File: src/rtl/regbank_pkg.sv
package regbank_pkg;
  localparam int REG_W     = 8;
  localparam int ADDR_W    = 8;
  localparam int NUM_FAULT = 3;
  localparam int NUM_DIAG  = 2;
  localparam int NUM_STAT  = 4;
  localparam int NUM_CTRL  = 7;
  localparam int IDX_W     = $clog2(NUM_CTRL + 1);

  localparam logic [ADDR_W-1:0] DIAG_BASE = 8'h02;
  localparam logic [ADDR_W-1:0] STAT_BASE = 8'h04;

  localparam logic [ADDR_W-1:0] FAULT_ADDR [NUM_FAULT] = '{8'h00, 8'h01, 8'h13};
  localparam logic [ADDR_W-1:0] CTRL_ADDR  [NUM_CTRL]  =
    '{8'h08, 8'h09, 8'h0A, 8'h0B, 8'h0C, 8'h0D, 8'h10};

  typedef enum logic [2:0] {
    GRP_NONE,
    GRP_FAULT,
    GRP_DIAG,
    GRP_STAT,
    GRP_CTRL
  } regGroup_e;

  typedef struct packed {
    logic                 rdLoad;
    regGroup_e            rdGrp;
    logic [IDX_W-1:0]     rdIdx;
    logic [NUM_FAULT-1:0] faultRd;
    logic [NUM_CTRL-1:0]  ctrlWr;
  } regStrobes_t;
endpackage

File: src/rtl/regbank_ctrl.sv
module regbank_ctrl
  import regbank_pkg::*;
(
  input  logic              regRdEn,
  input  logic              regWrEn,
  input  logic [ADDR_W-1:0] regAddr,
  output regStrobes_t       stb
);
  regGroup_e        grp;
  logic [IDX_W-1:0] idx;

  // Address decode into register group and index within the group
  always_comb begin
    grp = GRP_NONE;
    idx = '0;
    for (int k = 0; k < NUM_FAULT; k++) begin
      if (regAddr == FAULT_ADDR[k]) begin
        grp = GRP_FAULT;
        idx = IDX_W'(k);
      end
    end
    if (regAddr >= DIAG_BASE && regAddr < DIAG_BASE + ADDR_W'(NUM_DIAG)) begin
      grp = GRP_DIAG;
      idx = IDX_W'(regAddr - DIAG_BASE);
    end
    if (regAddr >= STAT_BASE && regAddr < STAT_BASE + ADDR_W'(NUM_STAT)) begin
      grp = GRP_STAT;
      idx = IDX_W'(regAddr - STAT_BASE);
    end
    for (int c = 0; c < NUM_CTRL; c++) begin
      if (regAddr == CTRL_ADDR[c]) begin
        grp = GRP_CTRL;
        idx = IDX_W'(c);
      end
    end
  end

  always_comb begin
    stb.rdLoad  = regRdEn;
    stb.rdGrp   = grp;
    stb.rdIdx   = idx;
    stb.faultRd = '0;
    stb.ctrlWr  = '0;
    if (regRdEn && grp == GRP_FAULT) stb.faultRd = NUM_FAULT'(1) << idx;
    if (regWrEn && grp == GRP_CTRL)  stb.ctrlWr  = NUM_CTRL'(1) << idx;
  end
endmodule

File: src/rtl/regbank_datapath.sv
module regbank_datapath
  import regbank_pkg::*;
#(
  parameter logic [NUM_CTRL*REG_W-1:0] CTRL_RESET    = '0,
  parameter logic [NUM_CTRL*REG_W-1:0] CTRL_HIZ_LOCK = '0
) (
  input  logic                       clk,
  input  logic                       rstN,
  input  regStrobes_t                stb,
  input  logic [REG_W-1:0]           regWrData,
  input  logic [NUM_FAULT*REG_W-1:0] faultIn,
  input  logic                       diagDone,
  input  logic                       diagPass,
  input  logic [NUM_DIAG*REG_W-1:0]  diagResult,
  input  logic [NUM_STAT*REG_W-1:0]  statusIn,
  input  logic                       hizMode,
  output logic [NUM_CTRL*REG_W-1:0]  ctrlOut,
  output logic [REG_W-1:0]           regRdData
);
  logic [NUM_FAULT*REG_W-1:0] faultQ;
  logic [NUM_FAULT*REG_W-1:0] faultClr;
  logic [NUM_DIAG*REG_W-1:0]  diagQ;
  logic [NUM_CTRL*REG_W-1:0]  ctrlQ;
  logic [REG_W-1:0]           rdMux;

  // Clear mask: only bits of the register being read whose condition is gone
  for (genvar k = 0; k < NUM_FAULT; k++) begin : gFaultClr
    assign faultClr[k*REG_W +: REG_W] =
      stb.faultRd[k] ? ~faultIn[k*REG_W +: REG_W] : '0;
  end

  // New faults are ORed in last so a same-cycle event always survives
  always_ff @(posedge clk or negedge rstN) begin
    if (!rstN) faultQ <= '0;
    else       faultQ <= (faultQ & ~faultClr) | faultIn;
  end

  always_ff @(posedge clk or negedge rstN) begin
    if (!rstN)         diagQ <= '0;
    else if (diagDone) diagQ <= diagPass ? '0 : (diagQ | diagResult);
  end

  always_ff @(posedge clk or negedge rstN) begin
    if (!rstN) begin
      ctrlQ <= CTRL_RESET;
    end else begin
      for (int c = 0; c < NUM_CTRL; c++) begin
        if (stb.ctrlWr[c]) begin
          if (hizMode) ctrlQ[c*REG_W +: REG_W] <= regWrData;
          else         ctrlQ[c*REG_W +: REG_W] <=
                         (ctrlQ[c*REG_W +: REG_W] & CTRL_HIZ_LOCK[c*REG_W +: REG_W]) |
                         (regWrData & ~CTRL_HIZ_LOCK[c*REG_W +: REG_W]);
        end
      end
    end
  end

  always_comb begin
    case (stb.rdGrp)
      GRP_FAULT: rdMux = REG_W'(faultQ   >> (stb.rdIdx * REG_W));
      GRP_DIAG:  rdMux = REG_W'(diagQ    >> (stb.rdIdx * REG_W));
      GRP_STAT:  rdMux = REG_W'(statusIn >> (stb.rdIdx * REG_W));
      GRP_CTRL:  rdMux = REG_W'(ctrlQ    >> (stb.rdIdx * REG_W));
      default:   rdMux = '0;
    endcase
  end

  always_ff @(posedge clk or negedge rstN) begin
    if (!rstN)           regRdData <= '0;
    else if (stb.rdLoad) regRdData <= rdMux;
  end

  assign ctrlOut = ctrlQ;
endmodule

File: src/rtl/fault_diag_regbank.sv
module fault_diag_regbank
  import regbank_pkg::*;
#(
  parameter logic [NUM_CTRL*REG_W-1:0] CTRL_RESET    = 56'h00_00_00_00_20_00_0F,
  parameter logic [NUM_CTRL*REG_W-1:0] CTRL_HIZ_LOCK = 56'h00_00_00_80_00_FF_00
) (
  input  logic        clk,
  input  logic        rstN,
  input  logic        regRdEn,
  input  logic        regWrEn,
  input  logic [7:0]  regAddr,
  input  logic [7:0]  regWrData,
  output logic [7:0]  regRdData,
  input  logic [23:0] faultIn,
  input  logic        diagDone,
  input  logic        diagPass,
  input  logic [15:0] diagResult,
  input  logic [31:0] statusIn,
  input  logic        hizMode,
  output logic [55:0] ctrlOut
);
  regStrobes_t stb;

  regbank_ctrl uCtrl (
    .regRdEn (regRdEn),
    .regWrEn (regWrEn),
    .regAddr (regAddr),
    .stb     (stb)
  );

  regbank_datapath #(
    .CTRL_RESET    (CTRL_RESET),
    .CTRL_HIZ_LOCK (CTRL_HIZ_LOCK)
  ) uData (
    .clk        (clk),
    .rstN       (rstN),
    .stb        (stb),
    .regWrData  (regWrData),
    .faultIn    (faultIn),
    .diagDone   (diagDone),
    .diagPass   (diagPass),
    .diagResult (diagResult),
    .statusIn   (statusIn),
    .hizMode    (hizMode),
    .ctrlOut    (ctrlOut),
    .regRdData  (regRdData)
  );
endmodule

File: config.mk
export PLATFORM = sky130hd
export DESIGN_NAME = fault_diag_regbank
export DESIGN_NICKNAME = d
export VERILOG_FILES = /design/src/rtl/regbank_pkg.sv /design/src/rtl/regbank_ctrl.sv /design/src/rtl/regbank_datapath.sv /design/src/rtl/fault_diag_regbank.sv
export SDC_FILE = /design/constraint.sdc
export NUM_CORES = 1
export LEC_CHECK = 0
export BUFFER_PORTS_ARGS = -buffer_cell sky130_fd_sc_hd__buf_2
export CORE_UTILIZATION = 30
export CTS_CLUSTER_DIAMETER = 60
export DETAILED_ROUTE_END_ITERATION = 6
export PLACE_DENSITY = 0.62
export SLEW_MARGIN = 0
export SYNTH_ARGS = -nofsm -noshare
export SYNTH_HDL_FRONTEND = slang
export SYNTH_HIERARCHICAL = 1
export SYNTH_SLANG_ARGS = --single-unit
File: constraint.sdc
create_clock -name clk -period 1.6 [get_ports clk]
set_input_delay 0 -clock clk [delete_from_list [all_inputs] [get_ports clk]]
set_output_delay 0 -clock clk [all_outputs]
set_load 0.05 [all_outputs]
**Word-level counts from Yosys, hierarchy flattened**

Cells that the tools add are included.

- Bits in registers: 104
- Latch bits: 0
- Bits in writable memories: 0
- Memory bits (read-only): 0
- Input bits: 95
- Output and inout port bits: 64
- Logic and storage cells: 80
- Memories kept: 0

- $add $sub $neg: 2
- Multipliers: 0
- Div/mod/pow operators: 0
- Magnitude comparators: 4
- Equality and inequality tests: 13
- Shifts and indexed selects: 6
- Muxes and demuxes: 31
- Bitwise operators: 8
- Reduce and logical (&&, ||, !) cells: 6

Operator list:

| cell | number |
|---|---|
| $shr 56x6->8 | 1 |
| $mux 3 | 17 |
| $eq 8x4->1 const B | 6 |
| $mux 8 | 4 |
| $pmux 8 s4 | 1 |
| $shr 32x6->8 | 1 |
| $and 24x24->24 | 1 |
| $not 24->24 | 1 |
| $not 8->8 | 3 |
| $or 24x24->24 | 1 |
| $shr 24x6->8 | 1 |
| $eq 8x5->1 const B | 2 |
| $mux 16 | 1 |
| $or 16x16->16 | 1 |
| $shr 16x6->8 | 1 |
| $eq 8x1->1 const B | 1 |
| $ge 8x2->1 const B | 1 |
| $ge 8x3->1 const B | 1 |
| $logic_not 8->1 | 1 |
| $lt 8x3->1 const B | 1 |
| $lt 8x4->1 const B | 1 |
| $or 8x7->8 | 1 |
| $mux 7 | 1 |
| $shl 1x3->7 const A | 1 |
| other kinds (10) | 19 |

**Depth between registers and ports, before layout**

- Depth after elaboration: 20
- Gate-level depth with buffers: 14
- Depth with buffers taken out: 11

**Hierarchy**

The synthesis kept the hierarchy.

Modules (own cells, without submodules):

| module | instances | cells each | area an instance (um2) | seq. area each (um2) |
|---|---|---|---|---|
| regbank_datapath | 1 | 457 | 5,061.1 | 2,608.8 |
| regbank_ctrl | 1 | 61 | 394.1 | 0.0 |

**Least setup slack after synthesis**

OpenSTA, ideal clock, no wires.

- Path kind: input -> register
- Start: input port regAddr[3]
- End: register uData.regRdData[6]
- Setup time: 0.142 ns
- Data arrival time: 2.141 ns
- Data required time: 1.458 ns
- Path slack: -0.683 ns
- Stages: 11
- Buffers on the path: 3
- Path through: buf_4 or4b_4 o21ai_0 nand2_1 a21oi_1 nor3b_2 buf_4 buf_6 a21oi_1 a221oi_1 o221ai_1

RTL lines:

| item | RTL line | RTL |
|---|---|---|
| start, declared | fault_diag_regbank.sv:11 | `input logic [7:0] regAddr,` |
| end signal, assigned | regbank_datapath.sv:70 | `else if (stb.rdLoad) regRdData <= rdMux;` |
| end, declared | regbank_datapath.sv:18 | `output logic [REG_W-1:0] regRdData` |

==> run metrics <==
hold_ws slightly below 0.03 ns; WL/cell around 21 um; clk slew on worst S/H paths approximately 0.09 ns; final wirelength approximately 21000 um; critical-path cell list buf_8 -> or4b_4 -> buf_6 -> a21o_1 -> a31o_4 -> clkinv_8 -> mux2i_1 -> o211ai_1 -> a21oi_1 -> a311oi_1; FF-to-FF Start uData/faultQ[22]; Hold Path Sink uData/ctrlOut[35]; CP max stage delay roughly 0.54 ns; GRT met2 Usage 35.03%; hold wc startpoint regWrData[3]; CP Data Arrival Time 2.17 ns; largest net degree at the start of global routing 32; fin. max-slew vios 0; Remaining Overflow, GRT 0; final hold violations 0; failing checks setup timing; CP Capture Type flop; Synth top area share 45.41%; routed vias/inst around 5.3; PwrDens approximately 750 nW/um2; yosys warns 6; Leak between 0.004 and 0.005 uW; crit path time final 1.898 ns; synthesized area about 5500 um2; Placement Rows between 40 and 50; slowest cell on the critical path or4b_4; top_reg_cell synth dfrtp_1; H-tree Lvls 3; CP Data Required Time roughly 1.9 ns; post-synth top area cell dfrtp_1; CP Max Fanout 6; Skew-Pair Late Insertion Delay around 0.37 ns; area of placed instances about 7100 um2; DP HPWL 15490 um; DRT Pass-1 Iters 5; Final setup viols between 40 and 50; CP top delay family compound AO/OA/AOI/OAI gates; GPL Wtd Cong 0.8936; GR peak layer met2; Fmax ~530 MHz; net count after synthesis between 600 and 700; sequential area share after synthesis between 40 and 50%; Mean Syn Cell Area approximately 11 um2; M1 GR Usage 30.78%; met3 Use GR just over 5%; worst r2r path cells 5; initial antenna violation count 1; worst path buffer plus inverter count 3; Max-slew headroom approximately three fifths; Die Wd about 140 um; unrepaired setup endpoints after global routing yes; worst-margin pin slew a little under 0.6 ns; Post-synth EDFFs 0; Syn Inst Count between 500 and 600; CTS tree done; Max VDD drop 0.5914 mV; DRC 0; reg-to-reg setup timing slack 0.13 ns; top cells by count, synth 99 x dfrtp_1, 67 x mux2_2, 42 x a21oi_1, 41 x nor2_1; CTS buffer count 9; clock sink count about 100; Max-Cap Viols 0; worst min path class primary input to flop; Yosys reg bits between 100 and 150; vias roughly 5400; number of top-level pins approximately 160; fin worst setup slack -0.2978 ns; CTS Buffer Depth 2; clock tree root driver cell clkbuf_16; I/O Buffers between 150 and 200; Synth cell types 60; layout cells sized above 1 approximately 53%; vias in the first global route around 5300; die height 136.9 um; Hold Crit Depth 2; initial core utilization a little under a third; Detail Route Antenna Nets 0; status finished with violations; DR iter-0 viols slightly below 400; ys async rst share 100.0%; # nets final 889; core area 17540 um2; overall power between 6000 and 7000 uW; Global Route Usage Sum roughly 23%; first-pass GRT wire length between 30000 and 40000 um; Clock Skew 0.01195 ns; Critical Path Source regAddr[2]; Die ar. about 19000 um2; Area Overhead vs Synth 59.04%; worst setup path class primary input to flop; top-count cell post-synth dfrtp_1; Worst R2R End uData/regRdData[6]; setup_tns -5.005 ns; fin crit share 118.6%; dominant cells by area after synthesis dfrtp_1 45%, mux2_2 14%, a21oi_1 3.9%; crit start category primary input; final instance area 8676 um2
per-stage QoR:
step                util (%)  instances  setup WS (ns)
floorplan                  -        518        -0.4628
global placement       40.70        939        -0.8674
detailed placement     40.70        939        -0.8110
CTS                    47.28       1014        -0.2259
global route           49.47       1024        -0.3296
finish                 49.47       1024        -0.2978
where the power goes:
part | total (uW) | switching, uW | internal (uW)
clock network | 2270 | 1150 | 1120
logic | 1320 | 786 | 529
registers | 2900 | 128 | 2770
timing repair:
action,4_1_cts,5_1_grt
cloned,1,2
setup buffers,14,8
gates resized for setup,71,66
pin swaps,24,27
endpoints found under the hold margin,168,0
hold buffers,46,0
endpoints found under the setup margin,63,68
flip-flops by register name, indices dropped and copies added, names as in the netlist:
name and count:
uData/regRdData 8, uData/ctrlOut 56, uData/faultQ 24, uData/diagQ 16
cells in the final DEF, fill, tap and decap left out, drive strengths merged, types with 5 or more instances in the layout:
cell and n:
a21o 27, a21oi 42, a221o 5, a221oi 12, a22oi 5, a31oi 7
buf 256, clkbuf 10, dfrtp 99, dfstp 5, dlygate4sd3 46, inv 18
mux2 67, mux2i 5, nand2 27, nand2b 6, nand3 16, nor2 42
nor2b 6, nor3 8, o21ai 12, o221ai 6, o22ai 9
worst max-delay path by stage:
stage	to	slack (ns)	cells after the start
final	uData/regRdData[7]	-0.30	10
after global routing	uData/regRdData[6]	-0.33	10
after CTS	uData/regRdData[6]	-0.23	10
after detailed placement	uData/regRdData[1]	-0.81	9
after global placement	uData/regRdData[1]	-0.87	9
after floorplan	uData/regRdData[6]	-0.46	11
cell families (layout without fill, tap and decap cells):
| logic type | Yosys count | count (layout) | share of synthesized area [%] |
|---|---|---|---|
| DFF | 104 | 104 | 47.82 |
| xor gates and xnor gates | 1 | 1 | 0.2982 |
| adders and majority gates | 1 | 1 | 0.2293 |
| muxes | 72 | 72 | 14.75 |
| buffers and inverters | 56 | 335 | 5.138 |
| AOI/OAI and AO/OA | 155 | 155 | 19.82 |
| other | 0 | 1 | 0 |
| and+or+nand+nor | 129 | 130 | 11.95 |
per-layer routing:
metal  wire length, um  vias up  share of wire, %
met4               783        0               3.7
li1                  -     2487                 -
met5                 0        -                 0
met1              9383     2657                44
met2              9782      222                46
met3              1387       47               6.5
cell type report:
| cell class | instances | area (um2) |
|---|---|---|
| fillers | 1618 | 8861 |
| multi-input cells | 359 | 3156 |
| flip-flops and latches | 104 | 2609 |
| repair buffers | 303 | 2232 |
| well taps | 225 | 281.5 |
| clock buffers | 9 | 225.2 |
| clock inverters | 7 | 85.08 |
| inverters | 15 | 73.82 |
| repair inverters | 1 | 11.26 |
| diodes | 1 | 2.502 |
worst reg2reg max path, stage by stage (launching register included):
cell and delay [ns]:
dfrtp_1 0.36, inv_1 0.05, o311ai_1 0.25, a221oi_1 0.09, or4b_4 0.52, o221ai_2 0.13
Note: power is estimated with default switching activity, not from simulation.
